File: src/rtl/tagb_pkg.sv
package tagb_pkg;

  typedef enum logic [1:0] {
    RPL_NONE  = 2'd0,
    RPL_IDENT = 2'd1,
    RPL_ACK   = 2'd2
  } rpl_e;

  typedef struct packed {
    logic clear;
    logic capture;
    logic judge;
    logic txStep;
  } ctl_s;

  localparam int IDENT_LEN = 14;
  localparam int ACK_LEN   = 3;
  localparam int PROBE_LEN = 5;
  localparam int ATTR_LEN  = 11;
  localparam logic [7:0] HALT_OP = 8'h50;
  localparam logic [7:0] ATTR_OP = 8'h1D;

  function automatic logic [7:0] identByte(input logic [3:0] i);
    case (i)
      4'd0:  return 8'h50;
      4'd1:  return 8'h82;
      4'd2:  return 8'h0D;
      4'd3:  return 8'hE1;
      4'd4:  return 8'h74;
      4'd5:  return 8'h20;
      4'd6:  return 8'h38;
      4'd7:  return 8'h19;
      4'd8:  return 8'h22;
      4'd9:  return 8'h00;
      4'd10: return 8'h21;
      4'd11: return 8'h85;
      4'd12: return 8'h5E;
      4'd13: return 8'hD7;
      default: return 8'h00;
    endcase
  endfunction

  function automatic logic [7:0] ackByte(input logic [1:0] i);
    case (i)
      2'd1:    return 8'h78;
      2'd2:    return 8'hF0;
      default: return 8'h00;
    endcase
  endfunction

  function automatic logic [7:0] wakeByte(input logic [2:0] i);
    case (i)
      3'd0:    return 8'h05;
      3'd1:    return 8'h00;
      3'd2:    return 8'h08;
      3'd3:    return 8'h39;
      default: return 8'h73;
    endcase
  endfunction

  function automatic logic [7:0] reqByte(input logic [2:0] i);
    case (i)
      3'd0:    return 8'h05;
      3'd1:    return 8'h00;
      3'd2:    return 8'h00;
      3'd3:    return 8'h71;
      default: return 8'hFF;
    endcase
  endfunction

  function automatic logic [15:0] crcStep(input logic [15:0] c, input logic [7:0] d);
    logic [15:0] r;
    r = c ^ {8'h00, d};
    for (int k = 0; k < 8; k++) begin
      r = r[0] ? ((r >> 1) ^ 16'h8408) : (r >> 1);
    end
    return r;
  endfunction

endpackage

File: src/rtl/tagb_datapath.sv
module tagb_datapath
  import tagb_pkg::*;
#(
  parameter int MAX_LEN = 64
) (
  input  logic       clk,
  input  logic       rstN,
  input  ctl_s       ctl,
  input  logic [7:0] rxData,
  output rpl_e       kindNow,
  output logic [7:0] txData,
  output logic       txLast,
  output logic       crcChecked,
  output logic       crcPass,
  output logic       overLen
);

  localparam int LEN_W = $clog2(MAX_LEN + 2);
  localparam int IDX_W = $clog2(IDENT_LEN);
  localparam logic [LEN_W-1:0] L_CAP   = LEN_W'(MAX_LEN + 1);
  localparam logic [LEN_W-1:0] L_MAX   = LEN_W'(MAX_LEN);
  localparam logic [LEN_W-1:0] L_PROBE = LEN_W'(PROBE_LEN);
  localparam logic [LEN_W-1:0] L_ATTR  = LEN_W'(ATTR_LEN);
  localparam logic [LEN_W-1:0] L_TWO   = LEN_W'(2);
  localparam logic [LEN_W-1:0] L_THREE = LEN_W'(3);
  localparam logic [IDX_W-1:0] I_IDENT_END = IDX_W'(IDENT_LEN - 1);
  localparam logic [IDX_W-1:0] I_ACK_END   = IDX_W'(ACK_LEN - 1);

  logic [LEN_W-1:0] len, baseLen, nLen;
  logic [7:0]       firstByte, nFirst;
  logic             wakeHit, reqHit, baseWake, baseReq, nWake, nReq;
  logic [15:0]      crcAcc, baseCrc, nCrc;
  logic [7:0]       hist0, hist1, nH0, nH1;
  logic [IDX_W-1:0] txIdx;
  rpl_e             kindQ;
  logic             lenOver;
  logic             crcWanted;

  // next frame state, seen over a cleared frame when start and byte coincide
  always_comb begin
    baseLen  = ctl.clear ? '0 : len;
    baseWake = ctl.clear | wakeHit;
    baseReq  = ctl.clear | reqHit;
    baseCrc  = ctl.clear ? 16'hFFFF : crcAcc;
    nLen     = baseLen;
    nFirst   = firstByte;
    nWake    = baseWake;
    nReq     = baseReq;
    nCrc     = baseCrc;
    nH0      = hist0;
    nH1      = hist1;
    if (ctl.capture && baseLen != L_CAP) begin
      nLen = baseLen + 1'b1;
      if (baseLen == '0) nFirst = rxData;
      if (baseLen < L_PROBE) begin
        nWake = baseWake && (rxData == wakeByte(3'(baseLen)));
        nReq  = baseReq && (rxData == reqByte(3'(baseLen)));
      end
      // the byte two places back is now known not to be part of the check value
      if (baseLen >= L_TWO) nCrc = crcStep(baseCrc, hist0);
      nH0 = hist1;
      nH1 = rxData;
    end
  end

  always_comb begin
    lenOver = len > L_MAX;
    if (!lenOver && len == L_PROBE && (wakeHit || reqHit))
      kindNow = RPL_IDENT;
    else if (!lenOver && len == L_PROBE && firstByte == HALT_OP)
      kindNow = RPL_ACK;
    else if (!lenOver && len == L_ATTR && firstByte == ATTR_OP)
      kindNow = RPL_ACK;
    else
      kindNow = RPL_NONE;
    crcWanted = (kindNow == RPL_NONE) && !lenOver && (len >= L_THREE);
  end

  always_ff @(posedge clk) begin
    if (!rstN) begin
      len        <= '0;
      firstByte  <= '0;
      wakeHit    <= 1'b1;
      reqHit     <= 1'b1;
      crcAcc     <= 16'hFFFF;
      hist0      <= '0;
      hist1      <= '0;
      txIdx      <= '0;
      kindQ      <= RPL_NONE;
      crcChecked <= 1'b0;
      crcPass    <= 1'b0;
      overLen    <= 1'b0;
    end else begin
      len       <= nLen;
      firstByte <= nFirst;
      wakeHit   <= nWake;
      reqHit    <= nReq;
      crcAcc    <= nCrc;
      hist0     <= nH0;
      hist1     <= nH1;
      if (ctl.clear) begin
        crcChecked <= 1'b0;
        crcPass    <= 1'b0;
        overLen    <= 1'b0;
      end
      if (ctl.judge) begin
        kindQ      <= kindNow;
        txIdx      <= '0;
        overLen    <= lenOver;
        crcChecked <= crcWanted;
        crcPass    <= crcWanted && ((~crcAcc) == {hist1, hist0});
      end else if (ctl.txStep) begin
        txIdx <= txIdx + 1'b1;
      end
    end
  end

  always_comb begin
    if (kindQ == RPL_ACK) begin
      txData = ackByte(txIdx[1:0]);
      txLast = txIdx == I_ACK_END;
    end else begin
      txData = identByte(4'(txIdx));
      txLast = txIdx == I_IDENT_END;
    end
  end

endmodule

File: src/rtl/tagb_control.sv
module tagb_control
  import tagb_pkg::*;
#(
  parameter int CNT_W = 16
) (
  input  logic             clk,
  input  logic             rstN,
  input  logic             rxStart,
  input  logic             rxEnd,
  input  logic             rxValid,
  input  rpl_e             kindNow,
  input  logic             txReady,
  input  logic             txLast,
  output ctl_s             ctl,
  output logic             txValid,
  output logic [CNT_W-1:0] cmdCount
);

  typedef enum logic [1:0] {ST_LISTEN, ST_COLLECT, ST_DECIDE, ST_SEND} st_e;

  st_e  st, stNext;
  logic frameDone;
  logic open;

  always_comb begin
    open        = (st == ST_LISTEN) || (st == ST_COLLECT);
    ctl.clear   = open && rxStart;
    ctl.capture = rxValid && (ctl.clear || st == ST_COLLECT);
    ctl.judge   = st == ST_DECIDE;
    ctl.txStep  = (st == ST_SEND) && txReady;
    frameDone   = (st == ST_COLLECT) && rxEnd && !rxStart;
    txValid     = st == ST_SEND;
  end

  always_comb begin
    stNext = st;
    case (st)
      ST_LISTEN:  if (rxStart) stNext = ST_COLLECT;
      ST_COLLECT: if (frameDone) stNext = ST_DECIDE;
      ST_DECIDE:  stNext = (kindNow == RPL_NONE) ? ST_LISTEN : ST_SEND;
      ST_SEND:    if (txReady && txLast) stNext = ST_LISTEN;
      default:    stNext = ST_LISTEN;
    endcase
  end

  always_ff @(posedge clk) begin
    if (!rstN) begin
      st       <= ST_LISTEN;
      cmdCount <= '0;
    end else begin
      st <= stNext;
      if (frameDone && !(&cmdCount)) cmdCount <= cmdCount + 1'b1;
    end
  end

endmodule

File: src/rtl/tagb_responder.sv
module tagb_responder
  import tagb_pkg::*;
#(
  parameter int MAX_LEN = 64,
  parameter int CNT_W   = 16
) (
  input  logic             clk,
  input  logic             rstN,
  input  logic             rxStart,
  input  logic             rxEnd,
  input  logic             rxValid,
  input  logic [7:0]       rxData,
  output logic             txValid,
  output logic [7:0]       txData,
  output logic             txLast,
  input  logic             txReady,
  output logic [CNT_W-1:0] cmdCount,
  output logic             crcChecked,
  output logic             crcPass,
  output logic             overLen
);

  ctl_s ctl;
  rpl_e kindNow;

  tagb_control #(.CNT_W(CNT_W)) u_ctl (
    .clk(clk), .rstN(rstN),
    .rxStart(rxStart), .rxEnd(rxEnd), .rxValid(rxValid),
    .kindNow(kindNow), .txReady(txReady), .txLast(txLast),
    .ctl(ctl), .txValid(txValid), .cmdCount(cmdCount)
  );

  tagb_datapath #(.MAX_LEN(MAX_LEN)) u_dp (
    .clk(clk), .rstN(rstN), .ctl(ctl), .rxData(rxData),
    .kindNow(kindNow), .txData(txData), .txLast(txLast),
    .crcChecked(crcChecked), .crcPass(crcPass), .overLen(overLen)
  );

endmodule

File: config.mk
export PLATFORM = sky130hd
export DESIGN_NAME = tagb_responder
export DESIGN_NICKNAME = d
export VERILOG_FILES = /design/src/rtl/tagb_pkg.sv /design/src/rtl/tagb_datapath.sv /design/src/rtl/tagb_control.sv /design/src/rtl/tagb_responder.sv
export SDC_FILE = /design/constraint.sdc
export NUM_CORES = 1
export LEC_CHECK = 0
export BUFFER_PORTS_ARGS = -buffer_cell sky130_fd_sc_hd__buf_2
export CORE_MARGIN = 2
export CORE_UTILIZATION = 35
export CTS_BUF_LIST = sky130_fd_sc_hd__clkbuf_4 sky130_fd_sc_hd__clkbuf_8 sky130_fd_sc_hd__clkbuf_16
export DETAILED_ROUTE_END_ITERATION = 6
export GPL_ROUTABILITY_DRIVEN = 0
export SYNTH_ARGS = -nofsm -noshare
export SYNTH_HDL_FRONTEND = slang
export SYNTH_SLANG_ARGS = --single-unit
File: constraint.sdc
create_clock -name clk -period 4.43 [get_ports clk]
set_input_delay 0.6645 -clock clk [delete_from_list [all_inputs] [get_ports clk]]
set_output_delay 0.6645 -clock clk [all_outputs]
set_load 0.02 [all_outputs]
=== Yosys cells after proc, flatten, opt, wreduce, memory -nomap -nowiden ===
Memory sizes are Yosys's and may differ from the RTL's. A register that Yosys moved wholly into a read port is not among the register bits.
Cells that the tools add are included.

* Bits in registers: 76
* ROM bits: 128
* Bits of input ports: 14
* Output and inout bits: 29
* Logic and storage cells: 131
* Memories: 1

* $add $sub $neg: 3
* Magnitude comparators: 4
* Equal/unequal tests: 22
* Mux-type cells: 40
* Bitwise logic cells: 13
* Reduce and logical (&&, ||, !) cells: 34

{| class="wikitable"
|+ Memory list
! memory !! words !! width !! read ports !! clocked after memory_dff !! wr ports !! line !! RTL
|-
| (no name shown) || 16 || 8 || 1 || 1 || 0 || tagb_pkg.sv:24 || <nowiki>case (i)</nowiki>
|}

{| class="wikitable"
|+ Operator list
! kind !! number
|-
| $mux 16 || 11
|-
| $mux 8 || 5
|-
| $pmux 7 s4 || 1
|-
| $not 2->3 || 8
|-
| $pmux 8 s3 || 1
|-
| $logic_and 1x1->1 || 18
|-
| $add 16x1->16 const B || 1
|-
| $eq 16x16->1 || 1
|-
| $eq 8x8->1 || 2
|-
| $not 16->16 || 1
|-
| $pmux 8 s2 || 1
|-
| $reduce_and 16->1 || 1
|-
| $xor 16x8->16 || 1
|-
| $ge 7x2->1 const B || 2
|-
| $mux 2 || 7
|-
| $mux 7 || 2
|-
| $mux 1 || 9
|-
| $eq 2x2->1 const B || 4
|-
| $eq 8x5->1 const B || 1
|-
| $eq 8x7->1 const B || 1
|-
| $mux 4 || 2
|-
| $pmux 2 s4 || 1
|-
| $add 7x1->7 const B || 1
|-
| $eq 7x3->1 const B || 1
|-
| other kinds (23) || 33
|}

=== Logic depth before layout (Yosys ltp) ===
Gate-level depths: netlist (run 1).

* Depth in word-level cells: 23
* Mapped depth: 11
* Gate-level depth less buffers: 10

=== By module ===
From an unflattened synthesis (run 1), not the netlist that was laid out.

* Cell total of the unflattened synthesis: 570
* Area total of the unflattened synthesis: 4840.9 µm²

{| class="wikitable"
|+ By module, submodules not included
! module !! times used !! cells each !! area an instance (µm²) !! seq. area each (µm²)
|-
| tagb_datapath || 1 || 450 || 3863.7 || 1321.3
|-
| tagb_control || 1 || 120 || 977.2 || 360.3
|}

=== Least setup slack after synthesis (run 1) ===
No wires, ideal clock.

* Path type: in2reg
* From: input rxStart
* To: register u_dp.reqHit
* Library setup time: 0.058 ns
* Arrival: 2.578 ns
* Required time: 4.372 ns
* Slack: 1.794 ns
* Stages on the path: 9
* Buffers on the path: 1
* Cells stage by stage: nand2b_1 > clkbuf_1 > nand2_1 > ha_1 > or3_1 > a221oi_1 > a31oi_1 > a2111oi_0 > o22a_1

* Word-level cells in the longest chain between the ends: 11
* Elaborated cells on any way between the ends: 20
* Classes of those cells: order compare: 1; eq/ne: 5; mux: 6; bitwise: 1; reduce/logical: 7

{| class="wikitable"
|+ RTL lines
! item !! line !! RTL
|-
| start: declaration || tagb_responder.sv:9 || <nowiki>input logic rxStart,</nowiki>
|-
| $logic_and 1x1->1 * || tagb_control.sv:27 || <nowiki>ctl.clear = open && rxStart;</nowiki>
|-
| $mux 7 || tagb_datapath.sv:41 || <nowiki>baseLen = ctl.clear ? '0 : len;</nowiki>
|-
| $eq 3x1->1 or $eq 3x2->1 (tied branches) || tagb_pkg.sv:62 || <nowiki>case (i)</nowiki>
|-
| $reduce_or 2->1 (no source line) || - ||
|-
| $pmux 8 s3 || tagb_pkg.sv:62 ||
|-
| $mux 8 || tagb_datapath.sv:55 || <nowiki>if (baseLen < L_PROBE) begin</nowiki>
|-
| $mux 8 || tagb_datapath.sv:52 || <nowiki>if (ctl.capture && baseLen != L_CAP) begin</nowiki>
|-
| $eq 8x8->1 || tagb_datapath.sv:57 || <nowiki>nReq = baseReq && (rxData == reqByte(3'(baseLen)));</nowiki>
|-
| $logic_and 1x1->1 || tagb_datapath.sv:57 ||
|-
| $mux 1 || tagb_datapath.sv:55 ||
|-
| $mux 1 * || tagb_datapath.sv:52 ||
|-
| end signal: assignment || tagb_datapath.sv:97 || <nowiki>reqHit <= nReq;</nowiki>
|-
| end: declaration || tagb_datapath.sv:31 || <nowiki>logic wakeHit, reqHit, baseWake, baseReq, nWake, nReq;</nowiki>
|}

Every way passes the cells marked *; elsewhere a longest branch is shown, timed or not. The select of a mux whose other input is x is not followed.
A chain may end at the register's enable or synchronous reset.

=== Worst setup path after layout (run 1) ===
* From: register u_ctl.st[1]
* To: register u_dp.len[1]

* Word-level cells in the longest chain between the ends: 7
* Elaborated cells on any way between the ends: 11
* Classes of those cells: add/sub: 1; eq/ne: 2; mux: 2; reduce/logical: 6

{| class="wikitable"
|+ RTL lines
! item !! line !! RTL
|-
| start: declaration || tagb_control.sv:21 || <nowiki>st_e st, stNext;</nowiki>
|-
| start signal: assignment || tagb_control.sv:51 || <nowiki>st <= stNext;</nowiki>
|-
| parallel branches: the longest is 6 deep, another holds $add 7x1->7 || - ||
|-
| $mux 7 * || tagb_datapath.sv:52 ||
|-
| end signal: assignment || tagb_datapath.sv:94 || <nowiki>len <= nLen;</nowiki>
|-
| end: declaration || tagb_datapath.sv:29 || <nowiki>logic [LEN_W-1:0] len, baseLen, nLen;</nowiki>
|}

Mark *: on every way between the ends.

==> results of run 1 <==
-- cells in the final DEF (no fill, tap or decap), types with 3 or more instances in the layout --
cell type | synthesis | final
dfxtp_1 | 84 | 84
nor2_1 | 59 | 59
xnor2_1 | 44 | 44
nand2_1 | 43 | 43
buf_2 | 7 | 42
a21oi_1 | 37 | 37
nand3_1 | 31 | 31
xor2_1 | 26 | 26
nor3_1 | 20 | 20
mux2i_1 | 18 | 18
nand4_1 | 17 | 17
and2_1 | 14 | 14
o21ai_1 | 14 | 14
ha_1 | 13 | 13
inv_1 | 13 | 12
o21ai_0 | 11 | 11
nor4_1 | 9 | 9
clkbuf_16 | 0 | 9
or3_1 | 6 | 6
nor2b_1 | 7 | 6
and4_1 | 5 | 5
a21o_1 | 5 | 5
nand2b_1 | 3 | 3
o21a_1 | 3 | 3
o22ai_1 | 3 | 3
a31oi_1 | 3 | 3
and3_1 | 3 | 3
and2_0 | 3 | 3
nand3b_1 | 3 | 3
inv_6 | 0 | 3
-- per-stage QoR --
stage / util / total power (uW) / setup slack (ps) / area (um^2) / hold WS [ps]
after global routing: 0.401 / 1740 / 1280 / 5270 / 490
after global placement: 0.378 / 918 / 1510 / 4970 / 437
final: 0.401 / 1670 / 1580 / 5270 / 457
after floorplan: - / 887 / 1790 / 4670 / 427
after CTS: 0.401 / 1690 / 1600 / 5270 / 461
after detailed placement: 0.378 / 921 / 1400 / 4970 / 446
-- power by group --
part,leakage [uW],internal [uW],switching (uW)
registers,0.000681,770,17.4
clock network,0.000149,446,325
logic,0.00121,43.0,73.5
total,0.00204,1260,416
-- sequential cells by signal, summed over array words and instances (netlist names), 2 cells and up, named ones only --
register        flops
u_dp.kindQ          2
u_dp.len            7
u_dp.crcAcc        16
u_dp.hist1          8
u_dp.txIdx          4
u_ctl.st            2
u_ctl.cmdCount     16
u_dp.hist0          8
u_dp.firstByte      8
-- synthesized netlist by cell type, drive strengths merged, types with 2 or more instances --
cell | number | share of area
a2111oi | 2 | 0.0038
a21o | 5 | 0.0080
a21oi | 39 | 0.045
a311oi | 2 | 0.0038
a31oi | 3 | 0.0040
and2 | 17 | 0.023
and3 | 3 | 0.0040
and4 | 5 | 0.0094
buf | 10 | 0.012
clkbuf | 24 | 0.019
dfxtp | 84 | 0.36
ha | 13 | 0.035
inv | 14 | 0.011
mux2 | 2 | 0.0048
mux2i | 18 | 0.039
nand2 | 44 | 0.037
nand2b | 3 | 0.0040
nand3 | 33 | 0.038
nand3b | 3 | 0.0048
nand4 | 18 | 0.025
nand4bb | 2 | 0.0048
nor2 | 59 | 0.047
nor2b | 7 | 0.0094
nor3 | 20 | 0.021
nor3b | 2 | 0.0032
nor4 | 11 | 0.017
o21a | 3 | 0.0048
o21ai | 25 | 0.027
o22a | 2 | 0.0038
o22ai | 3 | 0.0040
or3 | 6 | 0.0080
or4 | 2 | 0.0040
xnor2 | 44 | 0.083
xor2 | 26 | 0.049
-- cell type report --
type	count	area, um^2
Sequential cell	84	1680
Timing Repair Buffer	44	225
Fill cell	1372	7860
Clock inverter	7	80.1
Multi-Input combinational cell	433	2790
Tap cell	176	220
Clock buffer	9	225
Inverter	14	52.6
-- worst max-delay path, delay by kind of cell (launching register included) --
kind                     cells  cell delay, ps
adder cells (fa/ha/maj)      1             200
flip-flops                   1             560
buffers and inverters        1             130
AND/OR/NAND/NOR              5            1600
multiplexers                 1             220
-- cells by family after synthesis --
group	count (synthesis)
AO/OA/AOI/OAI	91
buffers and inverters	48
XOR/XNOR	70
flip-flops	84
AND/OR/NAND/NOR	239
multiplexers	20
adder cells (fa/ha/maj)	13
-- worst paths after layout --
| kind | start | to | depth (start not counted) |
|---|---|---|---|
| setup reg to reg | u_ctl.st[1] | u_dp.len[1] | 8 |
| hold / removal | u_dp.crcChecked | u_dp.crcChecked | 2 |
| hold reg to reg | u_dp.crcChecked | u_dp.crcChecked | 2 |
| setup / recovery | u_ctl.st[1] | u_dp.len[1] | 8 |
-- layer usage --
metal,GRT usage,share of wire
met1,0.205,0.47
met2,0.257,0.47
met4,0.0426,0.012
met3,0.0380,0.046
met5,0,0.0012
==> impl_metrics.ini, run 1 <==
[status]
status = completed

[floorplan]
fp.dieH_um = 119
rows = 42
initial_core_util = 0.355
io_pins = 43
die-area_um2 = 14300
die_w_um = 119
core-area_um2 = 13100

[timing]
fmax_mhz = 351
final.setup_skew_ps = 7.92
setup_tns_ps = 0
setup_viol = 0
final_hold_viol_count = 0
slew_violations = 0
period_needed_ps = 2850
slew-limit-headroom = 0.427
tightest_slew_ps = 853
min_period_over_period = 0.642
rsz0062_at_grt = false

[global_route]
antenna_found_initial = 2
track_usage = 0.156
grt_remaining_overflow = 0
grt_pass1_wl_um = 18200
grt_max_degree = 42
grt_pass1_vias = 3725

[synthesis]
synth_area_per_cell_um2 = 8.26
synth.area.mux_share = 0.0434
synth_top_family_by_area = simple AND/OR/NAND/NOR gates
ys_seq_elements = 84
synth_xor_area_frac = 0.131
synth_cell_types = 58
yosysWarnings = 0
synthesis.nets = 592
yosys.area_share.simple = 0.268
synth_fa_ha_area_frac = 0.0348
synth_edf_count = 0
synth_compound_area_frac = 0.119
synth_area_um2 = 4670
synth-main-ff-cell = dfxtp_1
ys_async_sr_fraction = 0
ys_seq_area_frac = 0.360
synthCells = 565

[setup_path]
end_kind = flop
crit_required_ps = 4650
crit_chain = nand2b_1, nand2_1, inv_1, ha_1, nand4_2, nand2_4, mux2i_1, nor2_1
start_kind = flop
cp_max_fo = 19
r2r_setup_slack_ps = 1580
critPathKind = reg -> reg
critPathArrivalTime_ps = 3060
cp_slowest_cell = dfxtp_1
cpPeakStageDelay_ps = 560

[cts]
cts.repair.resized = 0
cts_tree = done
cts.path.max_buffers = 2
htreeDepth = 3
clk-insertion-delay-late_ps = 340
cts.sinks = 84
cts_buffers = 9
holdBufCountCts = 0
clock-root-buffer = clkbuf_16
postCtsSetupBuffers = 0
path_clk_slew_ps = 70

[route]
routedWlPerCell_um = 14.4
drt_pre_antenna_iters = 4
postRouteAntennaNets = 0
viasPerCell = 5.14
first_iter_violations = 190
drc = 0
wl_um = 11000
via_count = 3946

[finish]
syn_to_final_growth_pct = 13.0
drive_gt1_frac = 0.127
n_antenna_cell = 0
instances_no_fill = 767
fin_nets = 613

[placement]
dp_hpwl_um = 7910
port_buffers = 42
placed_cells = 751

[power_and_ir_drop]
leakagePower_uw = 0.00204
max-vdd-ir-drop_uv = 163
p_per_area_nw_per_um2 = 318

[worst_hold_path]
hp-class = reg -> reg

[run]
timing.max_cap.violations = 0
No activity file was read; power rests on OpenSTA's default activity.
==> inputs of run 2 (changes only) <==
clock period = 2.44 ns   (was 4.43 ns; I/O delays follow)
==> impl_metrics.ini, run 2 (same netlist as run 1, synthesis figures left out) <==
[finish]
final_common_cell = dfxtp_1
fin_nets = 629
design_area_um2 = 5380
fin_util = 0.410
seq_area_um2 = 1680
drive_gt1_frac = 0.149
fill_cells = 1360
layout_common_cells = dfxtp_1, nor2_1, xnor2_1, nand2_1, buf_2
multi_input_comb_area_um2 = 2790
syn_to_final_growth_pct = 15.3
largestRegisters = u_ctl.cmdCount x16, u_dp.crcAcc x16
n_antenna_cell = 0

[cts]
cts.repair.resized = 0
cts.sinks = 84
path_clk_slew_ps = 60
clock-root-buffer = clkbuf_16
holdBufCountCts = 0
htreeDepth = 3
clk-insertion-delay-late_ps = 340
cts_buffers = 9
cts_tree = done
cts.path.max_buffers = 2
postCtsSetupBuffers = 0

[floorplan]
core-area_um2 = 13100
fp.dieH_um = 119
die_w_um = 119
io_pins = 43
initial_core_util = 0.355
die-area_um2 = 14300
rows = 42

[status]
status = completed

[placement]
dp_hpwl_um = 8450
place_ws_ps = 187
placed_area_um2 = 5090
port_buffers = 42

[timing]
final_hold_viol_count = 0
fin_ws_ps = 241
final.setup_skew_ps = 7.99
rsz0062_at_grt = false
slew_violations = 0
setup_tns_ps = 0
setup_viol = 0
tightest_slew_ps = 536
min_period_over_period = 0.901
fmax_mhz = 455
slew-limit-headroom = 0.638
period_needed_ps = 2200

[setup_path]
r2r_start = u_dp.len[0]
crit_path_start = u_dp.len[0]
cp_max_fo = 18
start_kind = flop
critPathKind = reg -> reg
end_kind = flop
crit_required_ps = 2680
critPathArrivalTime_ps = 2440

[global_route]
antenna_found_initial = 0
track_usage = 0.167
grt_remaining_overflow = 0
grt_pass1_vias = 3915
grt_max_degree = 33
grt_pass1_wl_um = 19400

[power_and_ir_drop]
comb_power_share = 0.076
p_int_uw = 2300
clockPowerShare = 0.451
max-vdd-ir-drop_uv = 346
pwr-share-seq = 0.473
p_per_area_nw_per_um2 = 562
leakagePower_uw = 0.00212
power.net_switching_uw = 725
switching_share = 0.240

[route]
first_iter_violations = 215
routedWlPerCell_um = 14.7
drc = 0
wl_um = 11500
drt_pre_antenna_iters = 5
via_count = 4028
postRouteAntennaNets = 0
viasPerCell = 5.15

[run]
timing.max_cap.violations = 0

[worst_hold_path]
min_from = rxData[4]
hp-class = in -> reg
[run 2: changes by cell type in the layout (fill, tap and decap cells not counted), sizes merged]
cell    before  now
clkinv       2    3
clkbuf       9   11
inv         17   13
buf         44   60
[run 2: power by group through the flow]
stage / Sequential, uW / Clock [uW] / Combinational (uW)
6_report: 1430 / 1360 / 230
5_1_grt: 1430 / 1450 / 255
4_1_cts: 1430 / 1390 / 230
3_5_place_dp: 1460 / 0 / 229
3_3_place_gp: 1460 / 0 / 225
2_1_floorplan: 1450 / 0 / 162
[run 2: per-layer routing]
layer | vias to the layer above | part of all wire | GRT usage
li1 | 2030 | - | -
met1 | 1892 | 0.47 | 0.223
met2 | 87 | 0.46 | 0.258
met3 | 19 | 0.049 | 0.0413
met4 | 0 | 0.024 | 0.0706
met5 | - | 0 | 0
[run 2: layout make-up]
class / count / area share
multi-input combinational: 433 / 0.518
clock inverter: 4 / 0.00953
clock buffer: 11 / 0.0447
sequential: 84 / 0.313
timing repair buffer: 60 / 0.0642
tap: 176 / 0.0409
inverter: 14 / 0.00977
[run 2: final timing paths]
path,end,slack [ps],depth (start not counted)
worst max-delay path,u_dp.crcAcc[5],240,7
worst min-delay path,u_dp.hist1[4],310,3
worst max register to register,u_dp.crcAcc[5],240,7
worst min register to register,u_dp.kindQ[0],460,2
[run 2: per-stage QoR]
step | hold slack [ps] | total power (uW) | instances
3_5_place_dp | 460 | 1690 | 767
3_3_place_gp | 437 | 1680 | 767
6_report | 310 | 3020 | 782
2_1_floorplan | 427 | 1610 | 565
4_1_cts | 304 | 3050 | 782
5_1_grt | 323 | 3130 | 782
[run 2: worst max-delay path, cell delays in order, from the launching register on]
cell and delay [ps]:
dfxtp_1 480, nand2_1 190, ha_1 270, nor3_1 210
a31oi_1 80, o221a_4 360, or3_1 320, a21o_1 180
==> inputs of run 3 (changes only) <==
ABC_AREA = 1   (was not set)
REMOVE_ABC_BUFFERS = 1   (was not set)
clock period = 2.7 ns   (was 2.44 ns; I/O delays follow)
==> impl_metrics.ini, run 3 <==
[status]
status = completed

[timing]
slew_violations = 0
fin_ws_ps = 393
min_period_over_period = 0.854
tightest_slew_ps = 593
slew-limit-headroom = 0.603
final.setup_skew_ps = 8.71
setup_tns_ps = 0
final_hold_viol_count = 0
period_needed_ps = 2310
hold_slack_ps = 366
fmax_mhz = 434
rsz0062_at_grt = false
setup_viol = 0

[synthesis]
yosys.area.top_type_share = 0.350
synth_edf_count = 0
yosys-top-cells-area = dfxtp_1, nand2_1, inv_1
yosysWarnings = 0
synth_cell_types = 35
post-synth-top-count-cell = nand2_1
synth_area_um2 = 4810
ys_seq_elements = 84
synth_area_per_cell_um2 = 6.42
ys_async_sr_fraction = 0
synth-main-ff-cell = dfxtp_1
synthCells = 749
synthTopCellsByCount = nand2_1, inv_1, dfxtp_1, nor2_1, o21ai_0
ys_seq_area_frac = 0.350
yosysTopAreaCell = dfxtp_1

[route]
via_count = 4644
wl_um = 12100
drt_pre_antenna_iters = 5
drc = 0
postRouteAntennaNets = 0
routedWlPerCell_um = 12.5
first_iter_violations = 335
viasPerCell = 4.79

[global_route]
grt_pass1_vias = 4154
grt_remaining_overflow = 0
grt_max_degree = 47
grt_pass1_wl_um = 20200
antenna_found_initial = 0
track_usage = 0.172

[setup_path]
cp_slowest_cell = dfxtp_1
start_kind = flop
cp_max_fo = 17
crit_required_ps = 2930
critPathKind = reg -> reg
cpPeakStageDelay_ps = 330
crit_chain = inv_2, nand2_2, nand2_1, inv_1, ha_1, nand4_1, nand2_1, inv_2, nand2_2, a21oi_1, o21ai_1
end_kind = flop
reg2regPathDepth = 11
critPathArrivalTime_ps = 2540

[finish]
n_antenna_cell = 0
fin_util = 0.409
largestRegisters = u_ctl.cmdCount x16, u_dp.crcAcc x16
fin_nets = 816
drive_gt1_frac = 0.107
final_common_cell = nand2_1
fill_cells = 1461
syn_to_final_growth_pct = 13.4
design_area_um2 = 5450
layout_common_cells = nand2_1, inv_1, dfxtp_1, nor2_1, o21ai_0

[cts]
path_clk_slew_ps = 60
cts.repair.resized = 0
postCtsSetupBuffers = 0
holdBufCountCts = 0
clk-insertion-delay-late_ps = 340
clock-root-buffer = clkbuf_16
cts_buffers = 9
cts.path.max_buffers = 2
cts.sinks = 84
cts_tree = done
htreeDepth = 3

[placement]
place_ws_ps = 328
dp_hpwl_um = 8850
placed_area_um2 = 5180
port_buffers = 42

[floorplan]
rows = 42
fp.dieH_um = 121
core-area_um2 = 13300
io_pins = 43
die-area_um2 = 14700
initial_core_util = 0.360
die_w_um = 121

[power_and_ir_drop]
leakagePower_uw = 0.00256
p_per_area_nw_per_um2 = 658
max-vdd-ir-drop_uv = 270

[run]
timing.max_cap.violations = 0

[worst_hold_path]
hp-class = in -> reg
min_path_cells = 3
run 3: cell count changes in the layout (fill, tap and decap cells not counted), sizes merged, moves of 8 or more:
| cell | before | now |
|---|---|---|
| nand2 | 44 | 208 |
| o21ai | 25 | 67 |
| inv | 13 | 98 |
| nor4 | 11 | 0 |
| nand4 | 18 | 10 |
| nand3 | 33 | 45 |
| nor2 | 59 | 88 |
| buf | 60 | 50 |
| and2 | 17 | 1 |
| mux2i | 18 | 0 |
| a21oi | 39 | 55 |
| xnor2 | 44 | 7 |
run 3: logic make-up (layout without fill, tap and decap cells):
family | after synthesis | after routing | synth area share
AND/OR/NAND/NOR | 377 | 377 | 0.329
AO/OA/AOI/OAI | 128 | 128 | 0.136
buffers and inverters | 119 | 164 | 0.101
flip-flops | 84 | 84 | 0.350
XOR/XNOR | 28 | 28 | 0.0510
adder cells (fa/ha/maj) | 13 | 13 | 0.0338
run 3: path summary, 6_finish.rpt:
| check | from | endpoint | slack [ps] |
|---|---|---|---|
| setup / recovery | u_ctl.st[1] | u_dp.crcAcc[2] | 390 |
| hold / removal | rxData[5] | u_dp.firstByte[5] | 370 |
| setup reg to reg | u_ctl.st[1] | u_dp.crcAcc[2] | 390 |
| hold reg to reg | u_dp.crcChecked | u_dp.crcChecked | 480 |
run 3: critical path: cells and delay by family (launching register included):
| family | cells | cell delay (ps) |
|---|---|---|
| and+or+nand+nor | 5 | 870 |
| AOI/OAI and AO/OA | 2 | 310 |
| adders and majority gates | 1 | 200 |
| DFF | 1 | 330 |
| buffers and inverters | 3 | 460 |
run 3: final cells by class:
cell class | count | area [um^2] | area share
tap | 176 | 220 | 0.0404
sequential | 84 | 1680 | 0.308
inverter | 98 | 368 | 0.0674
clock inverter | 6 | 40.0 | 0.00734
timing repair buffer | 50 | 270 | 0.0496
multi-input combinational | 546 | 2640 | 0.484
clock buffer | 10 | 233 | 0.0427
run 3: stage by stage:
step	std cells	total power, uW
2_1_floorplan	728	2180
3_3_place_gp	954	2460
3_5_place_dp	954	2460
4_1_cts	970	3630
5_1_grt	970	3840
6_report	970	3590
run 3: per-layer routing:
| metal | GRT usage | routed length, um |
|---|---|---|
| met5 | 0 | 0 |
| met4 | 0.0431 | 114 |
| met2 | 0.284 | 5700 |
| met3 | 0.0409 | 394 |
| met1 | 0.226 | 5870 |
run 3: power by group:
group          leakage [uW]  internal [uW]  switching, uW  total, uW
sequential         0.000685           1380            107       1480
combinational       0.00174            316            640        956
clock              0.000136            633            515       1150
total               0.00256           2330           1260       3590
